===== config.mk =====
export PLATFORM = sky130hd
export DESIGN_NAME = gpio_retention_port
export DESIGN_NICKNAME = d
export VERILOG_FILES = /design/src/rtl/gpio_ret_pkg.sv /design/src/rtl/gpio_ret_regs.sv /design/src/rtl/gpio_ret_pad_mux.sv /design/src/rtl/gpio_ret_lowpower.sv /design/src/rtl/gpio_retention_port.sv
export SDC_FILE = /design/constraint.sdc
export NUM_CORES = 1
export LEC_CHECK = 0
export BUFFER_PORTS_ARGS = -buffer_cell sky130_fd_sc_hd__buf_2
export CAP_MARGIN = 40
export CORE_ASPECT_RATIO = 2
export CORE_MARGIN = 2
export CORE_UTILIZATION = 35
export CTS_CLUSTER_SIZE = 10
export DETAILED_ROUTE_END_ITERATION = 7
export HOLD_SLACK_MARGIN = 0.06
export PLACE_DENSITY = 0.59
export SYNTH_ARGS = -nofsm -noshare
export SYNTH_HDL_FRONTEND = slang
export SYNTH_SLANG_ARGS = --single-unit
export TNS_END_PERCENT = 1

===== constraint.sdc =====
create_clock -name clk -period 1.3 [get_ports clk]
set_input_delay 0.065 -clock clk [delete_from_list [all_inputs] [get_ports clk]]
set_output_delay 0.065 -clock clk [all_outputs]
set_load 0.02 [all_outputs]

===== src/rtl/gpio_ret_pkg.sv =====
package gpio_ret_pkg;
    localparam int PORT_W       = 6;
    localparam int BUS_W        = 8;
    localparam int ADDR_W       = 2;
    localparam int IN_ONLY_BIT  = 5;
    localparam int OUT_ONLY_BIT = 4;
    localparam int ACK_BIT      = 1;
    localparam int FLAG_BIT     = 0;

    localparam logic [ADDR_W-1:0] OFS_DATA = 2'd0;
    localparam logic [ADDR_W-1:0] OFS_DIR  = 2'd1;
    localparam logic [ADDR_W-1:0] OFS_PULL = 2'd2;
    localparam logic [ADDR_W-1:0] OFS_PWR  = 2'd3;

    localparam logic [1:0] MODE_PARTIAL = 2'b10;
    localparam logic [1:0] MODE_DEEP    = 2'b11;

    typedef enum logic [1:0] {
        PWR_RUN,
        PWR_LIGHT,
        PWR_PARTIAL,
        PWR_DEEP
    } pwr_state_e;

    typedef struct packed {
        logic [PORT_W-1:0] data;
        logic [PORT_W-1:0] dir;
        logic [PORT_W-1:0] pull;
    } port_regs_t;

    typedef struct packed {
        logic [PORT_W-1:0] out;
        logic [PORT_W-1:0] oe;
        logic [PORT_W-1:0] pu;
    } pad_drive_t;
endpackage


===== src/rtl/gpio_ret_regs.sv =====
module gpio_ret_regs
    import gpio_ret_pkg::*;
(
    input  logic               clk,
    input  logic               rst_n,
    input  logic               wr_en,
    input  logic [ADDR_W-1:0]  addr,
    input  logic [PORT_W-1:0]  wdata,
    input  logic               clear,
    output port_regs_t         regs
);
    port_regs_t regs_d, regs_q;

    always_comb begin
        regs_d = regs_q;
        if (clear) begin
            regs_d = '0;
        end else if (wr_en) begin
            unique case (addr)
                OFS_DATA: regs_d.data = wdata;
                OFS_DIR:  regs_d.dir  = wdata;
                OFS_PULL: regs_d.pull = wdata;
                default:  regs_d = regs_q;
            endcase
        end
    end

    always_ff @(posedge clk or negedge rst_n) begin
        if (!rst_n) regs_q <= '0;
        else        regs_q <= regs_d;
    end

    assign regs = regs_q;

    // register contents are lost on entry to a power-down stop
    assert_regs_lost_R8: assert property (@(posedge clk) disable iff (!rst_n)
        clear |=> (regs_q == '0));
endmodule


===== src/rtl/gpio_ret_pad_mux.sv =====
module gpio_ret_pad_mux
    import gpio_ret_pkg::*;
(
    input  port_regs_t         regs,
    input  logic [PORT_W-1:0]  pin_in,
    output pad_drive_t         live_drv,
    output logic [PORT_W-1:0]  data_rd
);
    logic [PORT_W-1:0] out_v, oe_v, pu_v, rd_v;

    for (genvar i = 0; i < PORT_W; i++) begin : g_bit
        if (i == IN_ONLY_BIT) begin : g_in_only
            assign out_v[i] = 1'b0;
            assign oe_v[i]  = 1'b0;
            assign pu_v[i]  = regs.pull[i];
            assign rd_v[i]  = pin_in[i];
        end else if (i == OUT_ONLY_BIT) begin : g_out_only
            assign out_v[i] = regs.data[i];
            assign oe_v[i]  = regs.dir[i];
            assign pu_v[i]  = 1'b0;
            assign rd_v[i]  = regs.data[i];
        end else begin : g_bidir
            assign out_v[i] = regs.data[i];
            assign oe_v[i]  = regs.dir[i];
            assign pu_v[i]  = regs.pull[i] & ~regs.dir[i];
            assign rd_v[i]  = regs.dir[i] ? regs.data[i] : pin_in[i];
        end
    end

    assign live_drv.out = out_v;
    assign live_drv.oe  = oe_v;
    assign live_drv.pu  = pu_v;
    assign data_rd      = rd_v;
endmodule


===== src/rtl/gpio_ret_lowpower.sv =====
module gpio_ret_lowpower
    import gpio_ret_pkg::*;
(
    input  logic        clk,
    input  logic        rst_n,
    input  logic        stop_req,
    input  logic [1:0]  stop_mode,
    input  logic        wake,
    input  logic        ack_wr,
    input  pad_drive_t  live_drv,
    output pad_drive_t  pin_drv,
    output logic        recov_flag,
    output logic        asleep,
    output logic        clear_regs
);
    typedef struct packed {
        pwr_state_e  state;
        logic        hold;
        logic        flag;
        pad_drive_t  frozen;
    } lp_state_t;

    lp_state_t lp_d, lp_q;
    logic      running;

    assign running = (lp_q.state == PWR_RUN);
    assign pin_drv = lp_q.hold ? lp_q.frozen : live_drv;

    always_comb begin
        lp_d       = lp_q;
        clear_regs = 1'b0;
        if (running) begin
            if (stop_req) begin
                if (stop_mode == MODE_DEEP) begin
                    lp_d.state  = PWR_DEEP;
                    lp_d.hold   = 1'b0;
                    lp_d.flag   = 1'b0;
                    lp_d.frozen = '0;
                    clear_regs  = 1'b1;
                end else if (stop_mode == MODE_PARTIAL) begin
                    lp_d.state  = PWR_PARTIAL;
                    lp_d.hold   = 1'b1;
                    lp_d.flag   = 1'b0;
                    lp_d.frozen = pin_drv;
                    clear_regs  = 1'b1;
                end else begin
                    lp_d.state  = PWR_LIGHT;
                end
            end else if (ack_wr && lp_q.hold) begin
                lp_d.hold = 1'b0;
                lp_d.flag = 1'b0;
            end
        end else if (wake) begin
            lp_d.state = PWR_RUN;
            if (lp_q.state == PWR_PARTIAL) lp_d.flag = 1'b1;
        end
    end

    always_ff @(posedge clk or negedge rst_n) begin
        if (!rst_n) lp_q <= '0;
        else        lp_q <= lp_d;
    end

    assign recov_flag = lp_q.flag;
    assign asleep     = !running;

    // a held pad drive never moves while the hold persists
    assert_hold_frozen_R10: assert property (@(posedge clk) disable iff (!rst_n)
        (lp_q.hold && $past(lp_q.hold)) |-> $stable(pin_drv));

    // the flag only comes up on a wake out of the partial power-down
    assert_flag_origin_R9: assert property (@(posedge clk) disable iff (!rst_n)
        $rose(lp_q.flag) |-> $past(lp_q.state == PWR_PARTIAL && wake));

    // an acknowledge while held releases the hold and clears the flag
    assert_ack_release_R11: assert property (@(posedge clk) disable iff (!rst_n)
        (lp_q.hold && ack_wr && running && !stop_req) |=> (!lp_q.hold && !lp_q.flag));
endmodule


===== src/rtl/gpio_retention_port.sv =====
module gpio_retention_port
    import gpio_ret_pkg::*;
(
    input  logic               clk,
    input  logic               rst_n,
    input  logic               bus_sel,
    input  logic               bus_wr,
    input  logic [ADDR_W-1:0]  bus_addr,
    input  logic [BUS_W-1:0]   bus_wdata,
    output logic [BUS_W-1:0]   bus_rdata,
    input  logic               stop_req,
    input  logic [1:0]         stop_mode,
    input  logic               wake,
    input  logic [PORT_W-1:0]  pin_in,
    output logic [PORT_W-1:0]  pin_out,
    output logic [PORT_W-1:0]  pin_oe,
    output logic [PORT_W-1:0]  pin_pu
);
    port_regs_t        regs;
    pad_drive_t        live_drv, pin_drv;
    logic [PORT_W-1:0] data_rd;
    logic              asleep, clear_regs, recov_flag;
    logic              wr_ok, ack_wr;

    assign wr_ok  = bus_sel && bus_wr && !asleep && !stop_req;
    assign ack_wr = wr_ok && (bus_addr == OFS_PWR) && bus_wdata[ACK_BIT];

    gpio_ret_regs u_regs (
        .clk   (clk),
        .rst_n (rst_n),
        .wr_en (wr_ok),
        .addr  (bus_addr),
        .wdata (bus_wdata[PORT_W-1:0]),
        .clear (clear_regs),
        .regs  (regs)
    );

    gpio_ret_pad_mux u_mux (
        .regs     (regs),
        .pin_in   (pin_in),
        .live_drv (live_drv),
        .data_rd  (data_rd)
    );

    gpio_ret_lowpower u_lp (
        .clk        (clk),
        .rst_n      (rst_n),
        .stop_req   (stop_req),
        .stop_mode  (stop_mode),
        .wake       (wake),
        .ack_wr     (ack_wr),
        .live_drv   (live_drv),
        .pin_drv    (pin_drv),
        .recov_flag (recov_flag),
        .asleep     (asleep),
        .clear_regs (clear_regs)
    );

    always_comb begin
        bus_rdata = '0;
        unique case (bus_addr)
            OFS_DATA: bus_rdata[PORT_W-1:0] = data_rd;
            OFS_DIR:  bus_rdata[PORT_W-1:0] = regs.dir;
            OFS_PULL: bus_rdata[PORT_W-1:0] = regs.pull;
            default:  bus_rdata[FLAG_BIT]   = recov_flag;
        endcase
    end

    assign pin_out = pin_drv.out;
    assign pin_oe  = pin_drv.oe;
    assign pin_pu  = pin_drv.pu;

    // a deep stop leaves every pad undriven and without pullup
    assert_deep_default_R7: assert property (@(posedge clk) disable iff (!rst_n)
        (!asleep && stop_req && stop_mode == MODE_DEEP) |=>
            (pin_out == '0 && pin_oe == '0 && pin_pu == '0));

    // a light stop leaves the pads untouched
    assert_light_keep_R12: assert property (@(posedge clk) disable iff (!rst_n)
        (!asleep && stop_req && !stop_mode[1]) |=>
            ($stable(pin_out) && $stable(pin_oe) && $stable(pin_pu)));

    // the input-only pin is never driven
    assert_in_only_R2: assert property (@(posedge clk) disable iff (!rst_n)
        !pin_oe[IN_ONLY_BIT] && !pin_out[IN_ONLY_BIT]);
endmodule


==> key figures, run 1 <==
Worst setup path
  • Crit path largest cell delay: 0.47 ns
  • Buf/Inv on CP: 1
  • Worst R2R Path Depth: 4
  • Crit path max-delay family: multiplexers
  • Crit Path Max Fanout: 2
  • Worst R2R Setup Slack: -0.04 ns
  • CP arrival: 1.58 ns
  • Startpoint types: register
  • Setup Crit Path Kind: register to output pin
  • Max stage delay cell, worst path: mux4_2
  • Worst Path Required: 1.24 ns
  • RR Startpoint: u_lp.lp_q[21]
  • CP Cell Sequence: mux2_2 -> mux4_2 -> buf_6
  • Reg-to-Reg End: u_regs.regs[5]
  • Nature of the critical path endpoint: output pin

Global routing
  • Largest net degree at the start of global routing: 40
  • Grt ovf: 0
  • Vias in the first global route: 1,769
  • Initial antenna violation count: 0
  • Gr usage total: 0.175
  • First-pass GRT wire length: 8860 µm

Route
  • Routed vias: 1,743
  • Drt pass-1 iters: 4
  • Antenna Violating Nets Remaining: 0
  • Final wirelength: roughly 5400 µm
  • 1st-iter DRT viols: 45
  • Routed length per instance: 15.9 µm
  • Remaining DRCs: 0
  • Via density: 5.16

Cells and area
  • Post-Layout Cell Count: roughly 340
  • Nets: 299
  • Antenna diode count: 0
  • Layout area overhead: 34.5%
  • Layout cells sized above 1: 0.371
  • Filler instances: 584

CTS
  • Worst-Skew Late Latency: between 0.2 and 0.3 ns
  • Reg clk slew, reported paths: ~0.06 ns
  • Clk buf depth: 2
  • Clk root buf: clkbuf_16
  • H-tree Lvls: 2
  • CTS tree: done
  • Setup bufs post-CTS: 0
  • CTS Buf Count: 5
  • Clk sink count: 39

Placement
  • # placed instances: roughly 330
  • Post-Place Setup Slack: -0.0914 ns
  • Post-DP HPWL: 4030 µm
  • GP Congestion: 0.829
  • Port bufs: 44

Logic synthesis
  • Syn Area/Cell: 9.92 µm²
  • Cell with the most instances after synthesis: nand2_1
  • Largest area contributor in the netlist: dfrtp_1
  • Top post-synthesis cells by area: dfrtp_1 46%, nand2_1 9.6%, mux2i_1 9.0%, o21ai_0 6.4%, mux2_2 6.4%
  • Synthesized cell area: 2120 µm²
  • Dominant synthesized flop cell: dfrtp_1
  • Synthesized flop and latch total: 39
  • Post-synth cell types: 34
  • Synth warn: 0
  • Most frequent cells after synthesis: 54 x nand2_1, 39 x dfrtp_1, 27 x o21ai_0
  • Number of synthesized flops with an enable pin: 0
  • Register area share after synthesis: 0.460
  • Ys async rst share: 1.00
  • Post-synth top area share: 0.460
  • Mapped Cells: 214

STA
  • Fin worst setup slack: -0.346 ns
  • Clock skew: 0.00532 ns
  • Worst-margin pin slew: 0.508 ns
  • Post-route minimum period: around 1.6 ns
  • Final hold vios: 0
  • Max Transition Viols Final: 0
  • RSZ-0062 raised after global routing: true
  • Tcrit/Tclk final: 1.27
  • Slew Limit Headroom: 0.661
  • Fmax: roughly 0.61 GHz
  • Final Setup Violations: 23

Floorplanning
  • Die height: 114 µm
  • Core Rows: 40
  • Core ar.: roughly 6000 µm²
  • Io pins: 50
  • Die area: 6740 µm²
  • Chip width: 59.1 µm
  • Starting Density: 0.356

Job
  • Max Cap Viol: 0

Power
  • Peak supply drop: 0.703 mV
  • Power density over cell area: 1310 nW/µm²
  • Leak: 0.00144 µW

Run status
  • Status: finished with violations
  • Violated checks: negative setup slack

Min path
  • Hold EP: u_regs.regs[11]
  • Hold Path Depth: 3
  • Hold crit path type: input port to register
  • Hold_sp: bus_wdata[5]
==> area by class of cell <==
cell class / instances / area (µm²) / share of cell area
well taps: 63 / 78.8 / 0.0276
clock buffers: 6 / 139 / 0.0487
inverters: 9 / 33.8 / 0.0118
multi-input cells: 153 / 1090 / 0.382
flip-flops and latches: 39 / 981 / 0.344
repair buffers: 67 / 527 / 0.185
clock inverters: 1 / 5.00 / 0.00175
==> registers in the layout, indices dropped and copies added, names as in the netlist <==
signal	cells
u_lp.recov_flag	1
u_lp.lp_q	21
u_regs.regs	17
==> report_power, final <==
part	internal, µW	switching [µW]
clock network	748	460
logic	536	539
registers	1340	132
total	2620	1130
==> kinds of logic (layout without fill, tap and decap cells) <==
family / after synthesis / count (layout) / share of synthesized area
buf+inv: 23 / 83 / 0.0684
mux: 32 / 32 / 0.164
compound gates: 40 / 40 / 0.113
other cells: 1 / 2 / 0.00177
simple gates: 79 / 79 / 0.193
flops: 39 / 39 / 0.460
==> per-stage QoR <==
stage	cell area [µm²]	utilization	hold slack [ns]	TNS, ns	total power, µW
2_1_floorplan	2130	-	-0.231	-0.455	2050
3_3_place_gp	2510	0.422	0.149	-0.603	2430
3_5_place_dp	2510	0.422	0.156	-1.46	2440
4_1_cts	2770	0.466	0.0634	-3.18	3710
5_1_grt	2850	0.479	0.102	-3.82	3910
6_report	2850	0.479	0.0651	-2.52	3750
==> placed cells by master, fill, tap and decap left out, types with 2 or more instances in the layout <==
cell type,count
clkbuf_16,5
buf_6,11
o21ai_1,15
a22o_1,4
o21ai_0,8
mux2i_1,19
nand2b_1,4
nor2b_1,3
dfrtp_1,35
conb_1,2
nand2_1,52
nor2_1,2
inv_1,9
nand4bb_4,2
o211ai_1,2
mux2_4,6
buf_12,4
nand2_2,2
o31a_1,3
o21ai_2,4
buf_2,31
mux2_2,6
and2_1,5
buf_4,17
dfrtp_2,4
dlygate4sd3_1,4
==> worst max-delay path by stage <==
stage                     cells past startpoint       endpoint      startpoint
after detailed placement                      4   u_lp.lp_q[4]   u_lp.lp_q[20]
final                                         3   bus_rdata[0]  u_regs.regs[6]
after global routing                          3   bus_rdata[0]  u_regs.regs[6]
after floorplan                               4   u_lp.lp_q[1]   u_lp.lp_q[19]
after CTS                                     3   bus_rdata[0]  u_regs.regs[6]
after global placement                        4  u_lp.lp_q[17]   u_lp.lp_q[20]
==> routing by layer <==
| metal | GRT usage | vias to the layer above | part of all wire |
|---|---|---|---|
| li1 | - | 846 | - |
| met1 | 0.208 | 847 | 0.40 |
| met2 | 0.296 | 39 | 0.54 |
| met3 | 0.0282 | 11 | 0.027 |
| met4 | 0.0879 | 0 | 0.032 |
| met5 | 0 | - | 0 |
==> worst min-delay path, cell delays in order <==
cell,delay (ns)
buf_2,0.09
nand2_1,0.07
mux2i_1,0.07
==> repair_timing <==
action	CTS	global route
hold endpoints to repair	44	0
pin swaps	6	4
hold buffers	4	0
endpoints found under the setup margin	53	49
gates cloned	0	0
resized for setup	28	36
Power figures use the tool's default switching activity.
==> inputs of run 2 (changes only) <==
--- a/config.mk
+++ b/config.mk
@@ -5,7 +5,7 @@
 export SDC_FILE = /design/constraint.sdc
 export NUM_CORES = 1
 export LEC_CHECK = 0
-export BUFFER_PORTS_ARGS = -buffer_cell sky130_fd_sc_hd__buf_2
+export BUFFER_PORTS_ARGS = -buffer_cell sky130_fd_sc_hd__buf_4
 export CAP_MARGIN = 40
 export CORE_ASPECT_RATIO = 2
 export CORE_MARGIN = 2
@@ -14,6 +14,7 @@
 export DETAILED_ROUTE_END_ITERATION = 7
 export HOLD_SLACK_MARGIN = 0.06
 export PLACE_DENSITY = 0.59
+export REMOVE_ABC_BUFFERS = 1
 export SYNTH_ARGS = -nofsm -noshare
 export SYNTH_HDL_FRONTEND = slang
 export SYNTH_SLANG_ARGS = --single-unit
==> key figures, run 2 (same netlist as run 1, synthesis figures left out) <==
Route
  • Antenna Violating Nets Remaining: 0 (unchanged)
  • Via density: 5.10 (was 5.16)
  • Drt pass-1 iters: 4 (unchanged)
  • Final wirelength: 5370 µm (was 5390 µm)
  • Remaining DRCs: 0 (unchanged)
  • Routed length per instance: 16.1 µm (was 15.9 µm)
  • 1st-iter DRT viols: 44 (was 45)
  • Routed vias: 1,698 (was 1,743)

Cells and area
  • Final Instance Area: 2880 µm² (was 2850 µm²)
  • Nets: 293 (was 299)
  • Layout area overhead: 35.8% (was 34.5%)
  • Filler instances: 566 (was 584)
  • Leading cell type in the layout, fill and taps excluded: nand2_1 (unchanged)
  • Max reg flops: 21 (unchanged)
  • Reg area: 981 µm² (unchanged)
  • Area of the multi-input gates: 1090 µm² (about the same)
  • Highest-count cells in the layout ignoring fill and taps: 54 x nand2_1, 40 x buf_4, 35 x dfrtp_1 (was 52 x nand2_1, 35 x dfrtp_1, 31 x buf_2)
  • Antenna diode count: 0 (unchanged)
  • Layout cells sized above 1: 0.352 (was 0.371)
  • Top reg by flops: u_lp.lp_q (unchanged)

STA
  • Clock skew: 0.00612 ns (was 0.00532 ns)
  • Tcrit/Tclk final: 1.28 (was 1.27)
  • Final Setup Violations: 25 (was 23)
  • RSZ-0062 raised after global routing: true (unchanged)
  • Fmax: 0.602 GHz (was 0.608 GHz)
  • Slew Limit Headroom: 0.664 (was 0.661)
  • Max Transition Viols Final: 0 (unchanged)
  • Worst-margin pin slew: 0.505 ns (was 0.508 ns)
  • Final hold vios: 0 (unchanged)
  • Post-route minimum period: 1.66 ns (was 1.65 ns)
  • Fin worst setup slack: -0.362 ns (was -0.346 ns)

Worst setup path
  • CP arrival: 1.60 ns (was 1.58 ns)
  • Crit Path Max Fanout: 2 (unchanged)
  • Startpoint types: register (unchanged)
  • Nature of the critical path endpoint: output pin (unchanged)
  • Worst Path Required: 1.24 ns (about the same)
  • RR Startpoint: u_lp.lp_q[21] (unchanged)
  • Worst R2R Path Depth: 4 (unchanged)
  • Reg-to-Reg End: u_regs.regs[4] (was u_regs.regs[5])
  • Setup Crit Path Kind: register to output pin (unchanged)
  • Worst R2R Setup Slack: -0.05 ns (was -0.04 ns)

Job
  • Max Cap Viol: 0 (unchanged)

Floorplanning
  • Starting Density: 0.356 (unchanged)
  • Core ar.: 5960 µm² (unchanged)
  • Die height: 114 µm (unchanged)
  • Die area: 6740 µm² (unchanged)
  • Io pins: 50 (unchanged)
  • Core Rows: 40 (unchanged)
  • Chip width: 59.1 µm (unchanged)

Power
  • Final Power: 3770 µW (was 3750 µW)
  • Leak: 0.00142 µW (was 0.00144 µW)
  • Peak supply drop: 1.07 mV (was 0.703 mV)
  • Power density over cell area: 1310 nW/µm² (about the same)

CTS
  • Clk sink count: 39 (unchanged)
  • H-tree Lvls: 2 (unchanged)
  • CTS tree: done (unchanged)
  • Clk buf depth: 2 (unchanged)
  • Clk root buf: clkbuf_16 (unchanged)
  • CTS Buf Count: 5 (unchanged)
  • Reg clk slew, reported paths: 0.06 ns (about the same)
  • Worst-Skew Late Latency: 0.29 ns (was 0.28 ns)
  • Setup bufs post-CTS: 0 (unchanged)

Min path
  • Hold crit path type: input port to register (unchanged)
  • Hold Path Depth: 3 (unchanged)
  • Hold_sp: bus_wdata[5] (unchanged)
  • Hold EP: u_regs.regs[11] (unchanged)

Global routing
  • Vias in the first global route: 1,771 (was 1,769)
  • First-pass GRT wire length: 8870 µm (was 8860 µm)
  • Gr usage total: 0.178 (was 0.175)
  • Largest net degree at the start of global routing: 40 (unchanged)
  • Grt ovf: 0 (unchanged)
  • Initial antenna violation count: 0 (unchanged)

Placement
  • GP Congestion: 0.758 (was 0.829)
  • Post-DP HPWL: 3860 µm (was 4030 µm)
  • Port bufs: 44 (unchanged)
  • DP Area: 2550 µm² (was 2510 µm²)

Run status
  • Status: finished with violations (unchanged)
  • Violated checks: negative setup slack (unchanged)
[run 2: changes by cell type in the layout (fill, tap and decap cells not counted), moves of 4 or more]
cell	delta
buf_4	+23
buf_6	+4
o21ai_0	+12
buf_2	-31
o21ai_1	-14
[run 2: per-layer routing]
layer  wire (µm)  vias to the layer above  share of wire  GRT usage
met5           0                        -              0          0
met4         164                        0          0.031     0.0909
met3         192                       10          0.036     0.0316
met2        2930                       41           0.55      0.301
met1        2080                      818           0.39      0.208
li1            -                      829              -          -
[run 2: critical path: stages, from the launching register on]
cell and delay [ns]:
dfrtp_1 0.35, mux2_2 0.34, mux4_2 0.47, buf_6 0.15
[run 2: area by class of cell]
type / count / share of cell area
Tap cell: 63 / 0.0274
Multi-Input combinational cell: 153 / 0.380
Timing Repair Buffer: 61 / 0.191
Sequential cell: 39 / 0.340
Clock buffer: 5 / 0.0434
Clock inverter: 3 / 0.00695
Inverter: 9 / 0.0117
[run 2: repair_timing]
item,CTS,global route
setup endpoints to repair,53,46
gates resized for setup,37,7
pin swaps,3,1
hold endpoints to repair,45,0
gates cloned,0,0
hold buffers,4,0
[run 2: metrics by stage]
stage / cells / TNS, ns / setup slack [ns] / util / hold slack (ns)
2_1_floorplan: 201 / -31.61 / -1.03 / - / -0.231
3_5_place_dp: 321 / -1.15 / -0.0771 / 0.428 / 0.0685
6_report: 333 / -2.39 / -0.362 / 0.484 / 0.0627
5_1_grt: 333 / -3.84 / -0.415 / 0.484 / 0.0673
4_1_cts: 333 / -2.60 / -0.369 / 0.481 / 0.0610
3_3_place_gp: 321 / -0.996 / -0.0628 / 0.428 / 0.0748
[run 2: worst max path at each step]
stage / startpoint / endpoint
floorplan: u_lp.lp_q[20] / u_lp.lp_q[0]
global placement: u_regs.regs[6] / bus_rdata[0]
detailed placement: u_lp.lp_q[20] / u_regs.regs[10]
CTS: u_regs.regs[6] / bus_rdata[0]
global route: u_regs.regs[6] / bus_rdata[0]
finish: u_regs.regs[6] / bus_rdata[0]
[run 2: report_power, final]
part	leakage (µW)	internal (µW)	total (µW)	switching, µW
Clock	0.0000658	707	1220	514
Sequential	0.000528	1330	1450	120
Combinational	0.000824	541	1090	549
Total	0.00142	2580	3770	1180
==> inputs of run 3 (changes only) <==
--- a/config.mk
+++ b/config.mk
@@ -5,7 +5,7 @@
 export SDC_FILE = /design/constraint.sdc
 export NUM_CORES = 1
 export LEC_CHECK = 0
-export BUFFER_PORTS_ARGS = -buffer_cell sky130_fd_sc_hd__buf_4
+export BUFFER_PORTS_ARGS = -buffer_cell sky130_fd_sc_hd__buf_2
 export CAP_MARGIN = 40
 export CORE_ASPECT_RATIO = 2
 export CORE_MARGIN = 2
==> key figures, run 3 (same netlist as run 1, synthesis figures left out) <==
CTS
  • Clk buf depth: 2 (unchanged)
  • H-tree Lvls: 2 (unchanged)
  • Reg clk slew, reported paths: 0.06 ns (about the same)
  • CTS Buf Count: 5 (unchanged)
  • CTS tree: done (unchanged)
  • Clk root buf: clkbuf_16 (unchanged)
  • Worst-Skew Late Latency: 0.28 ns (was 0.29 ns)
  • Clk sink count: 39 (unchanged)

Worst setup path
  • Nature of the critical path endpoint: output pin (unchanged)
  • Setup Crit Path Kind: register to output pin (unchanged)
  • Buf/Inv on CP: 1 (unchanged)
  • Crit Path Max Fanout: 2 (unchanged)
  • Critical Path Source: u_regs.regs[6] (unchanged)
  • Startpoint types: register (unchanged)
  • Max stage delay cell, worst path: mux4_2 (unchanged)
  • CP arrival: 1.55 ns (was 1.60 ns)
  • Crit path max-delay family: multiplexers (unchanged)
  • Crit path largest cell delay: 0.46 ns (was 0.47 ns)
  • Worst Path Required: 1.24 ns (about the same)
  • RR Startpoint: u_lp.lp_q[21] (unchanged)
  • CP Cell Sequence: mux2_2 -> mux4_2 -> buf_6 (unchanged)

Placement
  • Post-DP HPWL: 3890 µm (was 3860 µm)
  • Post-Place Setup Slack: -0.0782 ns (was -0.0771 ns)
  • Port bufs: 44 (unchanged)
  • GP Congestion: 0.771 (was 0.758)

Route
  • Via density: 5.08 (was 5.10)
  • 1st-iter DRT viols: 40 (was 44)
  • Final wirelength: 5250 µm (was 5370 µm)
  • Antenna Violating Nets Remaining: 0 (unchanged)
  • Routed length per instance: 15.4 µm (was 16.1 µm)
  • Remaining DRCs: 0 (unchanged)
  • Drt pass-1 iters: 4 (unchanged)
  • Routed vias: 1,733 (was 1,698)

Global routing
  • Initial antenna violation count: 0 (unchanged)
  • Gr usage total: 0.168 (was 0.178)
  • First-pass GRT wire length: 8460 µm (was 8870 µm)
  • Grt ovf: 0 (unchanged)
  • Largest net degree at the start of global routing: 40 (unchanged)
  • Vias in the first global route: 1,743 (was 1,771)

Floorplanning
  • Io pins: 50 (unchanged)
  • Starting Density: 0.356 (unchanged)
  • Chip width: 59.1 µm (unchanged)
  • Die height: 114 µm (unchanged)
  • Core ar.: 5960 µm² (unchanged)
  • Die area: 6740 µm² (unchanged)
  • Core Rows: 40 (unchanged)

Cells and area
  • Layout area overhead: 34.8% (was 35.8%)
  • Filler instances: 589 (was 566)
  • Antenna diode count: 0 (unchanged)
  • Nets: 301 (was 293)
  • Leading cell type in the layout, fill and taps excluded: nand2_1 (unchanged)
  • Layout cells sized above 1: 0.356 (was 0.352)
  • Top reg by flops: u_lp.lp_q (unchanged)
  • Max reg flops: 21 (unchanged)
  • Highest-count cells in the layout ignoring fill and taps: 53 x nand2_1, 37 x dfrtp_1, 31 x buf_2 (was 54 x nand2_1, 40 x buf_4, 35 x dfrtp_1)

Run status
  • Violated checks: negative setup slack (unchanged)
  • Status: finished with violations (unchanged)

STA
  • Final Setup Violations: 24 (was 25)
  • Fmax: 0.618 GHz (was 0.602 GHz)
  • Fin worst setup slack: -0.318 ns (was -0.362 ns)
  • Final hold vios: 0 (unchanged)
  • Post-route minimum period: 1.62 ns (was 1.66 ns)
  • Tcrit/Tclk final: 1.24 (was 1.28)
  • Clock skew: 0.00418 ns (was 0.00612 ns)
  • RSZ-0062 raised after global routing: true (unchanged)
  • Final setup TNS: -2.07 ns (was -2.39 ns)
  • Max Transition Viols Final: 0 (unchanged)

Min path
  • Hold_sp: bus_wdata[4] (was bus_wdata[5])
  • Hold crit path type: input port to register (unchanged)

Power
  • Power density over cell area: 1300 nW/µm² (was 1310 nW/µm²)
  • Final Power: 3730 µW (was 3770 µW)
  • Peak supply drop: 0.728 mV (was 1.07 mV)
  • Leak: 0.00144 µW (was 0.00142 µW)

Job
  • Max Cap Viol: 0 (unchanged)
[run 3: path summary, 6_finish.rpt]
check                      depth (start not counted)               to  slack (ns)
max                                                3     bus_rdata[0]       -0.32
min                                                3  u_regs.regs[10]        0.09
max reg2reg                                        4   u_regs.regs[2]       -0.02
min reg2reg                                        1    u_lp.lp_q[17]        0.48
max in group asynchronous                          3   u_regs.regs[8]        0.80
min in group asynchronous                          3    u_lp.lp_q[12]        0.28
[run 3: worst reg2reg max path, cell delays in order (launching register included)]
cell and delay [ns]:
dfrtp_1 0.41, nand4bb_4 0.27, nor3b_4 0.23, buf_12 0.16
mux2i_1 0.18
[run 3: what timing repair did]
action / CTS / global route
hold buffers: 5 / 0
setup endpoints to repair: 50 / 45
resized for setup: 30 / 25
cloned: 0 / 0
setup buffers: 0 / 0
endpoints found under the hold margin: 46 / 0
pin swaps: 2 / 1
[run 3: per-stage QoR]
| stage | hold slack (ns) | instances | area (µm²) | util |
|---|---|---|---|---|
| 6_report | 0.0940 | 341 | 2860 | 0.480 |
| 4_1_cts | 0.0925 | 341 | 2800 | 0.470 |
| 3_5_place_dp | 0.0594 | 328 | 2520 | 0.423 |
| 3_3_place_gp | 0.0521 | 328 | 2520 | 0.423 |
| 2_1_floorplan | -0.231 | 201 | 2010 | - |
| 5_1_grt | 0.108 | 341 | 2860 | 0.480 |
[run 3: power breakdown]
group	internal (µW)	total [µW]	switching, µW
sequential	1330	1440	108
combinational	538	1110	569
clock	707	1180	473
total	2580	3730	1150
[run 3: routing by layer]
layer | global-route usage | vias to the layer above | wire length [µm]
li1 | - | 846 | -
met1 | 0.204 | 850 | 2180
met2 | 0.290 | 29 | 2840
met3 | 0.0203 | 8 | 114
met4 | 0.0712 | 0 | 110
met5 | 0 | - | 0
[run 3: layout make-up]
class | instances | area [µm²] | area share
repair buffers | 69 | 552 | 0.193
clock buffers | 6 | 129 | 0.0450
clock inverters | 2 | 12.5 | 0.00437
flip-flops and latches | 39 | 978 | 0.342
inverters | 9 | 33.8 | 0.0118
well taps | 63 | 78.8 | 0.0275
multi-input cells | 153 | 1080 | 0.376
